File: src/rtl/spi_host_pkg.sv
package spi_host_pkg;
  localparam int REG_W  = 16;
  localparam int ADDR_W = 3;
  localparam int BYTE_W = 8;
  localparam int DIV_W  = 7;

  // register offsets
  localparam int OFS_DATA = 0;
  localparam int OFS_CTRL = 2;
  localparam int OFS_STAT = 4;

  // control bit positions
  localparam int BIT_EN    = 0;
  localparam int BIT_PHASE = 7;
  localparam int BIT_IDLE  = 8;
  localparam int DIV_LSB   = 9;

  // status bit positions
  localparam int BIT_BUSY = 0;
  localparam int BIT_FULL = 1;
endpackage

File: src/rtl/spi_host_divider.sv
module spi_host_divider #(
  parameter int DIV_W = 7
) (
  input  logic             clk,
  input  logic             rst,
  input  logic             run,
  input  logic [DIV_W-1:0] div,
  output logic             tick
);
  logic [DIV_W-1:0] cnt_q;

  assign tick = run && (cnt_q == div);

  always_ff @(posedge clk) begin
    if (rst || !run) cnt_q <= '0;
    else if (tick)   cnt_q <= '0;
    else             cnt_q <= cnt_q + 1'b1;
  end
endmodule

File: src/rtl/spi_host_shifter.sv
module spi_host_shifter #(
  parameter int BYTE_W = 8
) (
  input  logic              clk,
  input  logic              rst,
  input  logic              en,
  input  logic              cpol,
  input  logic              cpha,
  input  logic              start,
  input  logic [BYTE_W-1:0] tx_byte,
  input  logic              tick,
  input  logic              miso,
  output logic              busy,
  output logic              done,
  output logic [BYTE_W-1:0] rx_word,
  output logic              sck,
  output logic              mosi
);
  localparam int EDGES  = 2 * BYTE_W;
  localparam int EDGE_W = $clog2(EDGES);
  localparam logic [EDGE_W-1:0] LAST_EDGE = EDGE_W'(EDGES - 1);

  logic [BYTE_W-1:0] tx_q, rx_q;
  logic [EDGE_W-1:0] edge_q;
  logic              busy_q, sck_q, mosi_q;
  logic              active_tick, leading, sample_now, drive_now;

  always_comb begin
    active_tick = busy_q && en && tick;
    leading     = ~edge_q[0];
    sample_now  = active_tick && (leading ^ cpha);
    drive_now   = active_tick && !(leading ^ cpha) && (edge_q != LAST_EDGE);
    done        = active_tick && (edge_q == LAST_EDGE);
    rx_word     = sample_now ? {rx_q[BYTE_W-2:0], miso} : rx_q;
  end

  always_ff @(posedge clk) begin
    if (rst) begin
      busy_q <= 1'b0;
      edge_q <= '0;
      sck_q  <= 1'b0;
      mosi_q <= 1'b0;
      tx_q   <= '0;
      rx_q   <= '0;
    end else begin
      if (!en) begin
        busy_q <= 1'b0;
        edge_q <= '0;
      end else if (start) begin
        busy_q <= 1'b1;
        edge_q <= '0;
        rx_q   <= '0;
        if (!cpha) begin
          mosi_q <= tx_byte[BYTE_W-1];
          tx_q   <= tx_byte << 1;
        end else begin
          tx_q   <= tx_byte;
        end
      end else if (active_tick) begin
        edge_q <= edge_q + 1'b1;
        if (done)       busy_q <= 1'b0;
        if (sample_now) rx_q   <= rx_word;
        if (drive_now) begin
          mosi_q <= tx_q[BYTE_W-1];
          tx_q   <= tx_q << 1;
        end
      end
      if (!en || !busy_q)   sck_q <= cpol;
      else if (active_tick) sck_q <= ~sck_q;
    end
  end

  assign busy = busy_q;
  assign sck  = sck_q;
  assign mosi = mosi_q;
endmodule

File: src/rtl/spi_host_regs.sv
module spi_host_regs
  import spi_host_pkg::*;
#(
  parameter int REG_W  = 16,
  parameter int ADDR_W = 3,
  parameter int BYTE_W = 8,
  parameter int DIV_W  = 7
) (
  input  logic              clk,
  input  logic              rst,
  input  logic              wr_en,
  input  logic              rd_en,
  input  logic [ADDR_W-1:0] addr,
  input  logic [REG_W-1:0]  wdata,
  output logic [REG_W-1:0]  rdata,
  input  logic              busy,
  input  logic              done,
  input  logic [BYTE_W-1:0] rx_word,
  output logic              en,
  output logic              cpol,
  output logic              cpha,
  output logic [DIV_W-1:0]  div,
  output logic              start,
  output logic [BYTE_W-1:0] tx_byte,
  output logic              full
);
  localparam logic [ADDR_W-1:0] A_DATA = ADDR_W'(OFS_DATA);
  localparam logic [ADDR_W-1:0] A_CTRL = ADDR_W'(OFS_CTRL);
  localparam logic [ADDR_W-1:0] A_STAT = ADDR_W'(OFS_STAT);

  logic              en_q, cpol_q, cpha_q, full_q;
  logic [DIV_W-1:0]  div_q;
  logic [BYTE_W-1:0] rxbuf_q;
  logic [REG_W-1:0]  rd_mux;
  logic              hit_data, hit_ctrl, hit_stat;
  logic              unused_ctrl_bits;

  assign unused_ctrl_bits = ^wdata[BIT_PHASE-1:BIT_EN+1];

  assign hit_data = (addr == A_DATA);
  assign hit_ctrl = (addr == A_CTRL);
  assign hit_stat = (addr == A_STAT);
  assign start    = wr_en && hit_data && en_q && !busy;
  assign tx_byte  = wdata[BYTE_W-1:0];

  always_ff @(posedge clk) begin
    if (rst) begin
      en_q   <= 1'b0;
      cpol_q <= 1'b0;
      cpha_q <= 1'b0;
      div_q  <= '0;
    end else if (wr_en && hit_ctrl) begin
      en_q   <= wdata[BIT_EN];
      cpha_q <= wdata[BIT_PHASE];
      cpol_q <= wdata[BIT_IDLE];
      div_q  <= wdata[DIV_LSB +: DIV_W];
    end
  end

  always_ff @(posedge clk) begin
    if (rst) begin
      full_q  <= 1'b0;
      rxbuf_q <= '0;
    end else if (done) begin
      full_q  <= 1'b1;
      rxbuf_q <= rx_word;
    end else if (rd_en && hit_data) begin
      full_q  <= 1'b0;
    end
  end

  always_comb begin
    rd_mux = '0;
    if (hit_data) begin
      rd_mux[BYTE_W-1:0] = rxbuf_q;
    end else if (hit_ctrl) begin
      rd_mux[BIT_EN]             = en_q;
      rd_mux[BIT_PHASE]          = cpha_q;
      rd_mux[BIT_IDLE]           = cpol_q;
      rd_mux[DIV_LSB +: DIV_W]   = div_q;
    end else if (hit_stat) begin
      rd_mux[BIT_BUSY] = busy;
      rd_mux[BIT_FULL] = full_q;
    end
  end

  always_ff @(posedge clk) begin
    if (rst)        rdata <= '0;
    else if (rd_en) rdata <= rd_mux;
  end

  assign en   = en_q;
  assign cpol = cpol_q;
  assign cpha = cpha_q;
  assign div  = div_q;
  assign full = full_q;
endmodule

File: src/rtl/spi_host_ctrl.sv
module spi_host_ctrl
  import spi_host_pkg::*;
#(
  parameter int REG_W  = spi_host_pkg::REG_W,
  parameter int ADDR_W = spi_host_pkg::ADDR_W,
  parameter int BYTE_W = spi_host_pkg::BYTE_W,
  parameter int DIV_W  = spi_host_pkg::DIV_W
) (
  input  logic              clk,
  input  logic              rst,
  input  logic              reg_wr,
  input  logic              reg_rd,
  input  logic [ADDR_W-1:0] reg_addr,
  input  logic [REG_W-1:0]  reg_wdata,
  output logic [REG_W-1:0]  reg_rdata,
  input  logic              spi_miso,
  output logic              spi_sck,
  output logic              spi_mosi
);
  logic              busy_w, done_w, full_w, en_w, cpol_w, cpha_w, start_w, tick_w;
  logic [DIV_W-1:0]  div_w;
  logic [BYTE_W-1:0] tx_w, rx_w;

  spi_host_regs #(
    .REG_W(REG_W), .ADDR_W(ADDR_W), .BYTE_W(BYTE_W), .DIV_W(DIV_W)
  ) i_regs (
    .clk(clk), .rst(rst), .wr_en(reg_wr), .rd_en(reg_rd), .addr(reg_addr),
    .wdata(reg_wdata), .rdata(reg_rdata), .busy(busy_w), .done(done_w),
    .rx_word(rx_w), .en(en_w), .cpol(cpol_w), .cpha(cpha_w), .div(div_w),
    .start(start_w), .tx_byte(tx_w), .full(full_w)
  );

  spi_host_divider #(.DIV_W(DIV_W)) i_div (
    .clk(clk), .rst(rst), .run(busy_w && en_w), .div(div_w), .tick(tick_w)
  );

  spi_host_shifter #(.BYTE_W(BYTE_W)) i_shift (
    .clk(clk), .rst(rst), .en(en_w), .cpol(cpol_w), .cpha(cpha_w),
    .start(start_w), .tx_byte(tx_w), .tick(tick_w), .miso(spi_miso),
    .busy(busy_w), .done(done_w), .rx_word(rx_w), .sck(spi_sck), .mosi(spi_mosi)
  );
endmodule

File: config.mk
export PLATFORM = sky130hd
export DESIGN_NAME = spi_host_ctrl
export DESIGN_NICKNAME = d
export VERILOG_FILES = /design/src/rtl/spi_host_pkg.sv /design/src/rtl/spi_host_divider.sv /design/src/rtl/spi_host_shifter.sv /design/src/rtl/spi_host_regs.sv /design/src/rtl/spi_host_ctrl.sv
export SDC_FILE = /design/constraint.sdc
export NUM_CORES = 1
export LEC_CHECK = 0
export BUFFER_PORTS_ARGS = -buffer_cell sky130_fd_sc_hd__buf_2
export CORE_MARGIN = 5
export CORE_UTILIZATION = 53
export CTS_BUF_LIST = sky130_fd_sc_hd__clkbuf_8
export DETAILED_ROUTE_END_ITERATION = 8
export PLACE_DENSITY = 0.85
export SLEW_MARGIN = 20
export SYNTH_ARGS = -nofsm -noshare
export SYNTH_HDL_FRONTEND = slang
export SYNTH_SLANG_ARGS = --single-unit
File: constraint.sdc
create_clock -name clk -period 1.7 [get_ports clk]
set_input_delay 0.085 -clock clk [delete_from_list [all_inputs] [get_ports clk]]
set_output_delay 0.085 -clock clk [all_outputs]
set_load 0.02 [all_outputs]
Word level (Yosys, flattened, before mapping)
Index checks and enable logic that the tools add are counted.
{"block": "word_totals", "ff_bits": 65, "latchBits": 0, "ramBits": 0, "rom_bits": 0, "input_bits": 24, "out_inout_bits": 18, "elab_cells": 85, "memories": 0}
{"block": "op_classes", "add_sub_neg": 2, "multipliers": 0, "div_mod_pow": 0, "n_lt_le_gt_ge": 0, "eq_ne": 6, "shifts": 0, "n_mux": 27, "bitwise_logic": 4, "reduce_logical": 32}
{"op": "$mux W8", "count": 9}
{"op": "$mux W1", "count": 14}
{"op": "$logic_and A1 B1 Y1", "count": 12}
{"op": "$reduce_bool A2 Y1", "count": 6}
{"op": "$mux W9", "count": 1}
{"op": "$add A7 B1 Y7 const B", "count": 1}
{"op": "$eq A7 B7 Y1", "count": 1}
{"op": "$reduce_and A3 Y1", "count": 2}
{"op": "$mux W5", "count": 1}
{"op": "$add A4 B1 Y4 const B", "count": 1}
{"op": "$eq A4 B4 Y1 const B", "count": 1}
{"op": "$logic_not A1 Y1", "count": 4}
{"op": "$mux W2", "count": 2}
{"op": "$ne A4 B4 Y1 const B", "count": 1}
{"op": "$reduce_and A4 Y1", "count": 1}
{"op": "$reduce_or A2 Y1", "count": 2}
{"op": "$eq A3 B2 Y1 const B", "count": 1}
{"op": "$eq A3 B3 Y1 const B", "count": 1}
{"op": "$logic_not A3 Y1", "count": 1}
{"op": "$not A1 Y1", "count": 3}
{"op": "$reduce_or A3 Y1", "count": 1}
{"op": "$logic_or A1 B1 Y1", "count": 2}
{"op": "$ne A2 B2 Y1 const B", "count": 1}
{"op": "$reduce_and A2 Y1", "count": 1}
{"op": "$xor A1 B1 Y1", "count": 1}

Longest topological paths before layout
Gate-level depths: netlist of the first run.
{"block": "logic_depth", "word_depth": 8, "ltp_mapped": 7, "ltp_nobuf": 5}

Hierarchy
Synthesis of the first run repeated with hierarchy kept, for this count alone.
{"block": "unflattened", "cells_unflattened": 315, "hier_area_um2": 2977.9}
{"mod": "spi_host_regs", "instances": 1, "cells_each": 148, "area_per_inst_um2": 1371.3, "seq_area_each_um2": 700.7}
{"mod": "spi_host_shifter", "instances": 1, "cells_each": 128, "area_per_inst_um2": 1203.7, "seq_area_each_um2": 460.4}
{"mod": "spi_host_divider", "instances": 1, "cells_each": 38, "area_per_inst_um2": 396.6, "seq_area_each_um2": 140.1}
{"mod": "spi_host_ctrl", "instances": 1, "cells_each": 1, "area_per_inst_um2": 6.3, "seq_area_each_um2": 0.0}

Least setup slack after synthesis of the first run
Ideal clock, no wire load.
{"block": "synth_path", "path_type": "reg2reg", "from": "register i_regs.div_q[5] (netlist: i_regs.div[5])", "to": "register i_shift.tx_q[6]", "setup_ns": 0.067, "arrival_ns": 1.494, "required_time_ns": 1.633, "path_slack_ns": 0.139, "stages_incl_launch_ff": 7, "path_buffers": 1, "synth_period_minus_slack_ns": 1.561, "cell_sequence": "dfxtp_1 xor2_1 and4bb_4 nand3_4 buf_6 a211o_1 a21oi_2"}
{"block": "synth_via", "elab_chain_cells": 7, "word_cells_on_any_way": 8, "classes_between": "eq/ne (1); reduce/logical (7)"}
{"element": "start, declared", "line_no": "spi_host_regs.sv:32", "rtl": "logic [DIV_W-1:0] div_q;"}
{"element": "start signal, assigned", "line_no": "spi_host_regs.sv:56", "rtl": "div_q <= wdata[DIV_LSB +: DIV_W];"}
{"element": "$eq A7 B7 Y1 (*)", "line_no": "spi_host_divider.sv:12", "rtl": "assign tick = run && (cnt_q == div);"}
{"element": "$logic_and A1 B1 Y1 (*)", "line_no": "spi_host_divider.sv:12"}
{"element": "$logic_and A1 B1 Y1 (*)", "line_no": "spi_host_shifter.sv:29", "rtl": "active_tick = busy_q && en && tick;"}
{"element": "$logic_and A1 B1 Y1 (2 in a row)", "line_no": "spi_host_shifter.sv:32", "rtl": "drive_now = active_tick && !(leading ^ cpha) && (edge_q != LAST_EDGE);"}
{"element": "$reduce_bool A2 Y1 (no source line)"}
{"element": "$reduce_and A3 Y1 (no source line) (*)"}
{"element": "end signal, assigned", "line_no": "spi_host_shifter.sv:55", "rtl": "tx_q <= tx_byte << 1;"}
{"element": "end signal, assigned", "line_no": "spi_host_shifter.sv:57", "rtl": "tx_q <= tx_byte;"}
{"element": "end signal, assigned", "line_no": "spi_host_shifter.sv:65", "rtl": "tx_q <= tx_q << 1;"}
{"element": "end, declared", "line_no": "spi_host_shifter.sv:23", "rtl": "logic [BYTE_W-1:0] tx_q, rx_q;"}
Every way passes the cells marked *; elsewhere a longest branch is shown, timed or not.
A chain may end at the register's enable or synchronous reset.

Worst setup path after layout of the first run
{"block": "layout_path", "from": "register i_regs.div_q[5] (netlist: i_regs.div[5])", "to": "register i_regs.rxbuf_q[3]"}
{"block": "layout_via", "elab_chain_cells": 5, "word_cells_on_any_way": 6, "classes_between": "eq/ne (1); mux (1); reduce/logical (4)"}
{"element": "$eq A7 B7 Y1 (*)", "line_no": "spi_host_divider.sv:12"}
{"element": "$logic_and A1 B1 Y1 (*)", "line_no": "spi_host_divider.sv:12"}
{"element": "$logic_and A1 B1 Y1 (*)", "line_no": "spi_host_shifter.sv:29"}
{"element": "$logic_and A1 B1 Y1", "line_no": "spi_host_shifter.sv:31", "rtl": "sample_now = active_tick && (leading ^ cpha);"}
{"element": "$mux W8", "line_no": "spi_host_shifter.sv:34", "rtl": "rx_word = sample_now ? {rx_q[BYTE_W-2:0], miso} : rx_q;"}
{"element": "end signal, assigned", "line_no": "spi_host_regs.sv:66", "rtl": "rxbuf_q <= rx_word;"}
{"element": "end, declared", "line_no": "spi_host_regs.sv:33", "rtl": "logic [BYTE_W-1:0] rxbuf_q;"}
Marks and branches as above.

==> run summary, run 1 <==
Avg WL per Cell = 17.1 µm
Mapped Cells = 305
Die area = 6800 µm²
Vias in the first global route = 2,247
Die X = 82.5 µm
Starting Density = 0.545
Most frequent cells in the layout = 62 x dfxtp_1, 52 x nor2_1, 41 x buf_2, 27 x nand2_1, 19 x a21oi_1
Sw frac = 0.239
TritonCTS clock tree = yes
FMAX = 0.589 GHz
Routed vias/inst = 5.72
Endpoints failing setup = 0
WHS = -0.00745 ns
Most common cell after layout, fill and taps aside = dfxtp_1
First-pass GRT wire length = 10,800 µm
Hold Crit Class = input pin to flop
Fin nets = 393
Die height = 82.5 µm
Final worst setup slack = 0.00152 ns
Gr ovfl total = 0
Worst setup SP type = flop
Final TNS setup = 0 ns
Via Count = 2,523
Largest net degree at the start of global routing = 27
P_sw = 673 µW
Logic pwr share = 0.056
Worst-path clk slew = 0.08 ns
Tmin final = 1.70 ns
Max-Cap Viols = 0
Relative slew slack = 0.639
Worst Skew = 0.0125 ns
Storage cell area = 1310 µm²
Crit-path max cell delay = 0.40 ns
Synth cell types = 43
CP max-delay cell = and4bb_4
Crit-path max FO = 8
Ys flop type = dfxtp_1
RSZ-0062 raised after global routing = yes
LEAKAGE = 0.00135 µW
Total global-route track usage = 0.214
HPWL after DPL = 4520 µm
Pwr/cell area = 797 nW/µm²
Reg power frac = 0.546
Clock buffer depth = 2
Cell area after layout = 3530 µm²
Hold Vio Cnt, Final = 1
Clock root cell = clkbuf_8
Multi-input gate area = 1520 µm²
Ys async rst share = 0
First drt pass iteration count = 7
Core Util, Final = 0.691
Worst EP required = 1.97 ns
Dpl ws = -0.00514 ns
Failing checks = hold timing
Final WL = 7530 µm
Synth warn = 0
Final ANT Viol Nets = 0
Filler cell count = 398
Outcome = complete, but fails checks
Kind of critical path = flop to flop
Starting DRC count in detailed routing = 298
Area growth, synth to finish = 26.6%
CTS sink count = 65
IO Count = 42
Endpoint class of the critical path = flop
Least-Margin Pin Slew = 0.537 ns
DRC viols = 0
Seq/Total Area, Yosys = 0.467
Seq cells post-synth = 65
Core area = 5110 µm²
Mapped cell area = 2790 µm²
EDFF count, synth = 0
Insertion delay to the later sink of the worst-skew pair = 0.35 ns
Antenna Cells = 0
Internal = 2140 µW
Port Buffers = 41
Crit path cell chain = xor2_2 -> and4bb_4 -> nand3_4 -> mux2i_4 -> a211oi_2
Antenna violations before repair = 0
Synthesized Nets = 331
Mean Syn Cell Area = 9.13 µm²
Final Cycle Share = 0.999
VDD IR max = 0.680 mV
Num rows = 26
H-Tree Depth = 3
Number of buffers created by CTS = 9
RD Place Congestion = 0.826
Post-Place Cell Area = 3110 µm²
Max Slew Vio Count = 0
Critical path arrival = 1.97 ns
Clock share of power = 0.399
Ratio of cells with drive above 1 in the final layout = 0.291
-- per-layer routing --
| layer | GRT usage | vias up | wire length, µm | share of wire |
|---|---|---|---|---|
| li1 | - | 1198 | - | - |
| met5 | 0 | - | 0 | 0 |
| met4 | 0.0572 | 0 | 295 | 0.039 |
| met2 | 0.353 | 105 | 3700 | 0.49 |
| met1 | 0.261 | 1184 | 3030 | 0.40 |
| met3 | 0.0846 | 36 | 501 | 0.067 |
-- worst paths after layout --
check             slack [ns]                end            start  cells past startpoint
setup / recovery       0.002  i_regs.rxbuf_q[3]    i_regs.div[5]                      5
hold / removal        -0.007      i_regs.div[5]    reg_wdata[14]                      3
setup reg to reg       0.002  i_regs.rxbuf_q[3]    i_regs.div[5]                      5
hold reg to reg         0.46    i_regs.rdata[1]  i_regs.rdata[1]                      2
-- worst max-delay path, delay by kind of cell (launching register included) --
| kind | cells | cell delay [ns] |
|---|---|---|
| XOR/XNOR | 1 | 0.19 |
| flip-flops | 1 | 0.35 |
| AO/OA/AOI/OAI | 1 | 0.21 |
| AND/OR/NAND/NOR | 2 | 0.60 |
| multiplexers | 1 | 0.27 |
-- layout make-up --
| type | count | share of cell area |
|---|---|---|
| clock buffer | 10 | 0.0390 |
| multi-input combinational | 220 | 0.430 |
| sequential | 65 | 0.370 |
| timing repair buffer | 67 | 0.125 |
| clock inverter | 5 | 0.00709 |
| tap | 70 | 0.0248 |
| inverter | 4 | 0.00426 |
-- Yosys cell counts, drive strengths merged, types with 2 or more instances --
cell    instances  area share
a211o           6       0.021
a211oi         16       0.045
a21oi          21       0.039
a22oi          14       0.038
and3b           2      0.0063
and4            2      0.0072
buf             9       0.021
clkbuf          8       0.011
dfxtp          65        0.47
ha              2      0.0090
inv             4      0.0054
mux2i          12       0.043
nand2          27       0.036
nand2b          3      0.0067
nand3          16       0.035
nand3b          3      0.0081
nand4           2      0.0045
nor2           52       0.070
nor2b           8       0.018
nor3            4       0.011
or3             2      0.0045
xnor2          12       0.038
xor2            5       0.016
-- power by group through the flow --
stage	clock network [µW]	registers [µW]	logic, µW
final	1120	1530	157
after global routing	1200	1530	168
after CTS	1110	1530	142
after detailed placement	0	1570	129
after global placement	0	1570	127
after floorplan	0	1570	72.6
-- state kept, by name, summed over array words and instances (netlist names), 4 cells and up --
name / flops
i_regs.rdata: 16
i_regs.div: 7
i_shift.edge_q: 4
i_div.cnt_q: 7
i_regs.rxbuf_q: 8
i_shift.tx_q: 8
i_shift.rx_q: 8
-- cells by family (layout without fill, tap and decap cells) --
family,Yosys count,in the layout,share of synthesized area
and+or+nand+nor,125,126,0.225
DFF,65,65,0.467
AOI/OAI and AO/OA,62,62,0.161
buffers and inverters,21,86,0.0373
xor gates and xnor gates,17,17,0.0535
muxes,13,13,0.0472
adders and majority gates,2,2,0.00898
-- per-stage QoR --
stage               hold slack [ns]  instances  total power (µW)
detailed placement            0.334        412              1700
global placement              0.327        412              1690
finish                     -0.00745        441              2810
floorplan                     0.221        305              1640
CTS                        0.000428        433              2790
global route               0.000588        441              2900
-- timing repair --
action	in CTS	in global routing
gates resized for setup	3	18
cloned	0	1
hold buffers	6	0
pin swaps	2	5
endpoints found under the setup margin	9	25
setup buffers	0	7
endpoints found under the hold margin	6	0
Power figures use the tool's default switching activity.
==> run 2: changes to the inputs <==
- CORE_UTILIZATION: 53 -> 58
- PLACE_DENSITY: 0.85 -> 0.88
- clock period: 1.7 -> 1.6 ns (I/O delays scaled with it)
==> run summary, run 2 (synthesis results as in run 1) <==
Max reg flops = 16 (unchanged)
Via Count = 2,948 (+17%)
Outcome = complete, but fails checks
First-pass GRT wire length = 13,200 µm (+23%)
Endpoints failing setup = 31 (+31)
Vias in the first global route = 2,736 (+22%)
Area growth, synth to finish = 38.6%
Clock buffer depth = 2 (unchanged)
Final ANT Viol Nets = 0 (unchanged)
Failing checks = setup timing
Pwr/cell area = 852 nW/µm² (+6.8%)
Clock root cell = clkbuf_8
RD Place Congestion = 0.838 (+1.4%)
Endpoint class of the critical path = flop
Final worst setup slack = -0.138 ns (-0.140 ns)
Number of buffers created by CTS = 9 (unchanged)
Final TNS setup = -2.16 ns (-2.16 ns)
Avg WL per Cell = 22.8 µm (+33%)
VDD IR max = 0.849 mV (+25%)
Post-Place Cell Area = 3180 µm² (+2.3%)
Num rows = 25 (-3.8%)
RSZ-0062 raised after global routing = yes
Hold Vio Cnt, Final = 0 (-1)
Tmin final = 1.74 ns (+0.0396 ns)
Crit path cell chain = xor2_4 -> and4bb_4 -> buf_4 -> nand3_4 -> a211o_1 -> a21oi_2
Ratio of cells with drive above 1 in the final layout = 0.403 (+0.112)
Final WL = 10,200 µm (+35%)
Gr ovfl total = 0 (unchanged)
H-Tree Depth = 3 (unchanged)
CP max-delay cell = and4bb_4
Core area = 4690 µm² (-8.1%)
Least-Margin Pin Slew = 0.567 ns (+0.0295 ns)
CP Buf/Inv Count = 1 (+1)
Most common cell after layout, fill and taps aside = dfxtp_1
Core Util, Final = 0.823 (+0.132)
Hold Crit Class = input pin to flop
DRC viols = 0 (unchanged)
Critical path arrival = 2.03 ns (+0.06 ns)
Antenna Cells = 0 (unchanged)
Cell area after layout = 3860 µm² (+9.4%)
LEAKAGE = 0.00147 µW (+8.7%)
Placed cells = 408 (-0.97%)
CP top delay family = simple AND/OR/NAND/NOR gates
WHS = 0.0368 ns (+0.0442 ns)
Starting Density = 0.594 (+0.0483)
Largest net degree at the start of global routing = 27 (unchanged)
Total global-route track usage = 0.275 (+0.0604)
Worst Skew = 0.0178 ns (+0.00527 ns)
Worst setup SP type = flop
Worst-path clk slew = 0.08 ns (about the same)
Crit-path max FO = 6 (-2)
Die X = 79.3 µm (-3.9%)
Routed vias/inst = 6.61 (+16%)
Max-Cap Viols = 0 (unchanged)
IO Count = 42 (unchanged)
TritonCTS clock tree = yes
Most frequent cells in the layout = 55 x dfxtp_1, 45 x nor2_1, 41 x buf_2, 30 x buf_4, 26 x nand2_1
Largest Register = i_regs.rdata
Kind of critical path = flop to flop
Worst EP required = 1.89 ns (-0.08 ns)
Die area = 6290 µm² (-7.6%)
Relative slew slack = 0.621 (-0.0183)
Port Buffers = 41 (unchanged)
Final Cycle Share = 1.09 (+0.0872)
Fin nets = 413 (+5.1%)
Antenna violations before repair = 0 (unchanged)
Insertion delay to the later sink of the worst-skew pair = 0.36 ns (about the same)
Max Slew Vio Count = 0 (unchanged)
Starting DRC count in detailed routing = 369 (+24%)
Crit-path max cell delay = 0.40 ns (about the same)
CTS sink count = 65 (unchanged)
HPWL after DPL = 4570 µm (+1.2%)
First drt pass iteration count = 7 (unchanged)
Fin cells = 446 (+1.1%)
FMAX = 0.575 GHz (-2.3%)
Die height = 79.3 µm (-3.9%)
==> run 2: what timing repair did <==
action | in CTS | in global routing
hold buffers | 8 | 0
endpoints found under the hold margin | 8 | 0
setup endpoints to repair | 31 | 35
cloned | 1 | 3
pin swaps | 11 | 34
buffers inserted | 3 | 8
gates resized for setup | 15 | 44
==> run 2: worst paths after layout <==
check | start | endpoint | slack (ns) | cells past startpoint
worst max register to register | i_regs.div[5] | i_shift.tx_q[6] | -0.14 | 6
worst max-delay path | i_regs.div[5] | i_shift.tx_q[6] | -0.14 | 6
worst min-delay path | reg_wdata[7] | i_regs.cpha | 0.04 | 3
worst min register to register | i_regs.rdata[1] | i_regs.rdata[1] | 0.47 | 2
==> run 2: worst min-delay path: cells and delay by family <==
family | cells | cell delay [ns]
simple gates | 1 | 0.07
compound gates | 1 | 0.06
buf+inv | 1 | 0.13
==> run 2: metrics by stage <==
stage          total power, µW  setup slack (ns)
3_3_place_gp              1810           -0.0310
2_1_floorplan             1740            0.0385
6_report                  3290            -0.138
3_5_place_dp              1810            -0.128
4_1_cts                   3220           -0.0172
5_1_grt                   3370            -0.178
==> run 2: final cells by class <==
class                      count  area (µm²)
sequential                    65        1320
tap                           54        67.6
fill                         235         832
multi-input combinational    220        1610
timing repair buffer          87         646
clock buffer                   9         124
clock inverter                 7        78.8
inverter                       4        17.5
==> run 2: routing by layer <==
| metal | GRT usage | share of wire | routed length (µm) |
|---|---|---|---|
| met5 | 0 | 0 | 0 |
| met3 | 0.0964 | 0.10 | 1020 |
| met4 | 0.134 | 0.063 | 640 |
| met2 | 0.477 | 0.47 | 4820 |
| met1 | 0.295 | 0.36 | 3670 |
==> run 2: where the power goes <==
| part | total [µW] | switching, µW | internal, µW |
|---|---|---|---|
| Sequential | 1630 | 6.87 | 1620 |
| Combinational | 204 | 119 | 84.4 |
| Clock | 1460 | 727 | 729 |
==> run 3: changes to the inputs <==
--- a/config.mk
+++ b/config.mk
@@ -7,9 +7,12 @@
 export LEC_CHECK = 0
 export BUFFER_PORTS_ARGS = -buffer_cell sky130_fd_sc_hd__buf_2
+export CELL_PAD_IN_SITES_DETAIL_PLACEMENT = 0
+export CELL_PAD_IN_SITES_GLOBAL_PLACEMENT = 1
 export CORE_MARGIN = 5
-export CORE_UTILIZATION = 58
+export CORE_UTILIZATION = 44
 export CTS_BUF_LIST = sky130_fd_sc_hd__clkbuf_8
 export DETAILED_ROUTE_END_ITERATION = 8
 export PLACE_DENSITY = 0.88
+export RECOVER_POWER = 50
 export SLEW_MARGIN = 20
 export SYNTH_ARGS = -nofsm -noshare
==> constraint.sdc (replaced) <==
create_clock -name clk -period 1.6 [get_ports clk]
set_input_delay 0.08 -clock clk [delete_from_list [all_inputs] [get_ports clk]]
set_output_delay 0.08 -clock clk [all_outputs]
set_load 0.05 [all_outputs]
==> run summary, run 3 (synthesis results as in run 1) <==
Outcome = complete, but fails checks
Failing checks = setup timing
Clock root cell = clkbuf_8
Area growth, synth to finish = 32.6%
Worst setup SP type = flop
First drt pass iteration count = 5 (-2)
LEAKAGE = 0.00142 µW (-3.6%)
Crit-path max FO = 12 (+6)
IO Count = 42 (unchanged)
Max Slew Vio Count = 0 (unchanged)
Tmin final = 1.61 ns (-0.126 ns)
Max reg flops = 16 (unchanged)
CTS sink count = 65 (unchanged)
First-pass GRT wire length = 10,700 µm (-19%)
DRC viols = 0 (unchanged)
Relative slew slack = 0.583 (-0.0380)
Hold Vio Cnt, Final = 0 (unchanged)
Die height = 89.6 µm (+13%)
Placed cells = 437 (+7.1%)
Hold Crit Class = input pin to flop
Routed vias/inst = 5.28 (-20%)
CP Buf/Inv Count = 0 (-1)
Kind of critical path = flop to flop
Final TNS setup = -0.0193 ns (+2.14 ns)
Endpoints failing setup = 4 (-87%)
Pwr/cell area = 816 nW/µm² (-4.2%)
Via Count = 2,478 (-16%)
TritonCTS clock tree = yes
Num rows = 29 (+16%)
RD Place Congestion = 0.839 (+0.14%)
Most frequent cells in the layout = 54 x dfxtp_1, 52 x nor2_1, 33 x buf_4, 32 x buf_2, 27 x nand2_1
Starting DRC count in detailed routing = 162 (-56%)
Insertion delay to the later sink of the worst-skew pair = 0.34 ns (-0.02 ns)
Final Cycle Share = 1.01 (-0.0789)
Die X = 89.6 µm (+13%)
Ratio of cells with drive above 1 in the final layout = 0.309 (-0.0944)
Antenna Cells = 0 (unchanged)
RSZ-0062 raised after global routing = yes
Dpl ws = -0.0761 ns (+0.0520 ns)
Core area = 6240 µm² (+33%)
Final WL = 6720 µm (-34%)
Fin nets = 413 (unchanged)
Starting Density = 0.446 (-0.147)
Fin cells = 469 (+5.2%)
Worst-path clk slew = 0.06 ns (-0.02 ns)
Least-Margin Pin Slew = 0.628 ns (+0.0614 ns)
Total global-route track usage = 0.177 (-0.0981)
Critical path arrival = 1.88 ns (-0.15 ns)
HPWL after DPL = 4570 µm (about the same)
Crit-path max cell delay = 0.36 ns (-0.04 ns)
Die area = 8020 µm² (+28%)
Largest Register = i_regs.rdata
Vias in the first global route = 2,342 (-14%)
VDD IR max = 0.940 mV (+11%)
Antenna violations before repair = 0 (unchanged)
Avg WL per Cell = 14.3 µm (-37%)
Crit path cell chain = xor2_2 -> and4bb_4 -> nand3_4 -> a211o_2 -> a21oi_1
Number of buffers created by CTS = 9 (unchanged)
Clock buffer depth = 2 (unchanged)
Gr ovfl total = 0 (unchanged)
H-Tree Depth = 3 (unchanged)
CP top delay family = simple AND/OR/NAND/NOR gates
Filler cell count = 562 (+140%)
FMAX = 0.620 GHz (+7.8%)
Port Buffers = 41 (unchanged)
Worst Skew = 0.00369 ns (-0.0141 ns)
Final worst setup slack = -0.0117 ns (+0.126 ns)
Endpoint class of the critical path = flop
CP max-delay cell = and4bb_4
Max-Cap Viols = 0 (unchanged)
Worst EP required = 1.87 ns (-0.02 ns)
Largest net degree at the start of global routing = 27 (unchanged)
Final ANT Viol Nets = 0 (unchanged)
Most common cell after layout, fill and taps aside = dfxtp_1
## run 3: cell count changes in the layout (fill, tap and decap cells not counted), moves of 4 or more
cell	change
buf_2	-9
mux2i_2	-4
clkbuf_1	+12
nor2_2	-6
nor2_1	+7
buf_6	-4
## run 3: what timing repair did
item	CTS	global route
endpoints found under the hold margin	7	1
pin swaps	7	13
gates cloned	0	0
setup endpoints to repair	21	32
gates resized for setup	12	18
buffers inserted	5	3
hold buffers	7	1
## run 3: where the power goes
group	total, µW	internal (µW)	leakage, µW	switching (µW)
clock	1210	627	0.000101	582
combinational	175	82.2	0.000785	92.7
sequential	1630	1620	0.000529	5.62
## run 3: cell type report
type,instances,area (µm²),share of cell area
tap,77,96.3,0.0261
multi-input combinational,219,1500,0.406
inverter,4,15.0,0.00407
clock inverter,5,22.5,0.00610
sequential,65,1320,0.356
clock buffer,11,151,0.0410
timing repair buffer,88,593,0.161
## run 3: path summary, 6_finish.rpt
| check | to | slack (ns) | startpoint | cells after the start |
|---|---|---|---|---|
| hold / removal | i_regs.en | 0.006 | reg_wdata[0] | 3 |
| hold reg to reg | i_shift.tx_q[2] | 0.46 | i_shift.tx_q[2] | 2 |
| setup reg to reg | i_shift.tx_q[1] | -0.01 | i_regs.div[5] | 5 |
| setup / recovery | i_shift.tx_q[1] | -0.01 | i_regs.div[5] | 5 |
## run 3: layer usage
metal  global-route usage  routed length [µm]  share of wire
met4               0.0677                 157          0.023
met1                0.213                2910           0.43
met5                    0                   0              0
met3               0.0664                 292          0.043
met2                0.285                3350           0.50
## run 3: through the flow
stage          hold slack [ns]  power (µW)   util  cell area, µm²
6_report               0.00569        3010  0.592            3690
3_3_place_gp             0.326        1820  0.524            3270
3_5_place_dp             0.328        1820  0.524            3270
2_1_floorplan            0.216        1740      -            2790
5_1_grt                0.00580        3140  0.592            3690
4_1_cts               0.000281        3040  0.578            3610
## run 3: tightest hold or removal path, delay by kind of cell
kind | cells | cell delay [ns]
buffers and inverters | 1 | 0.12
AOI/OAI and AO/OA | 1 | 0.05
and+or+nand+nor | 1 | 0.05
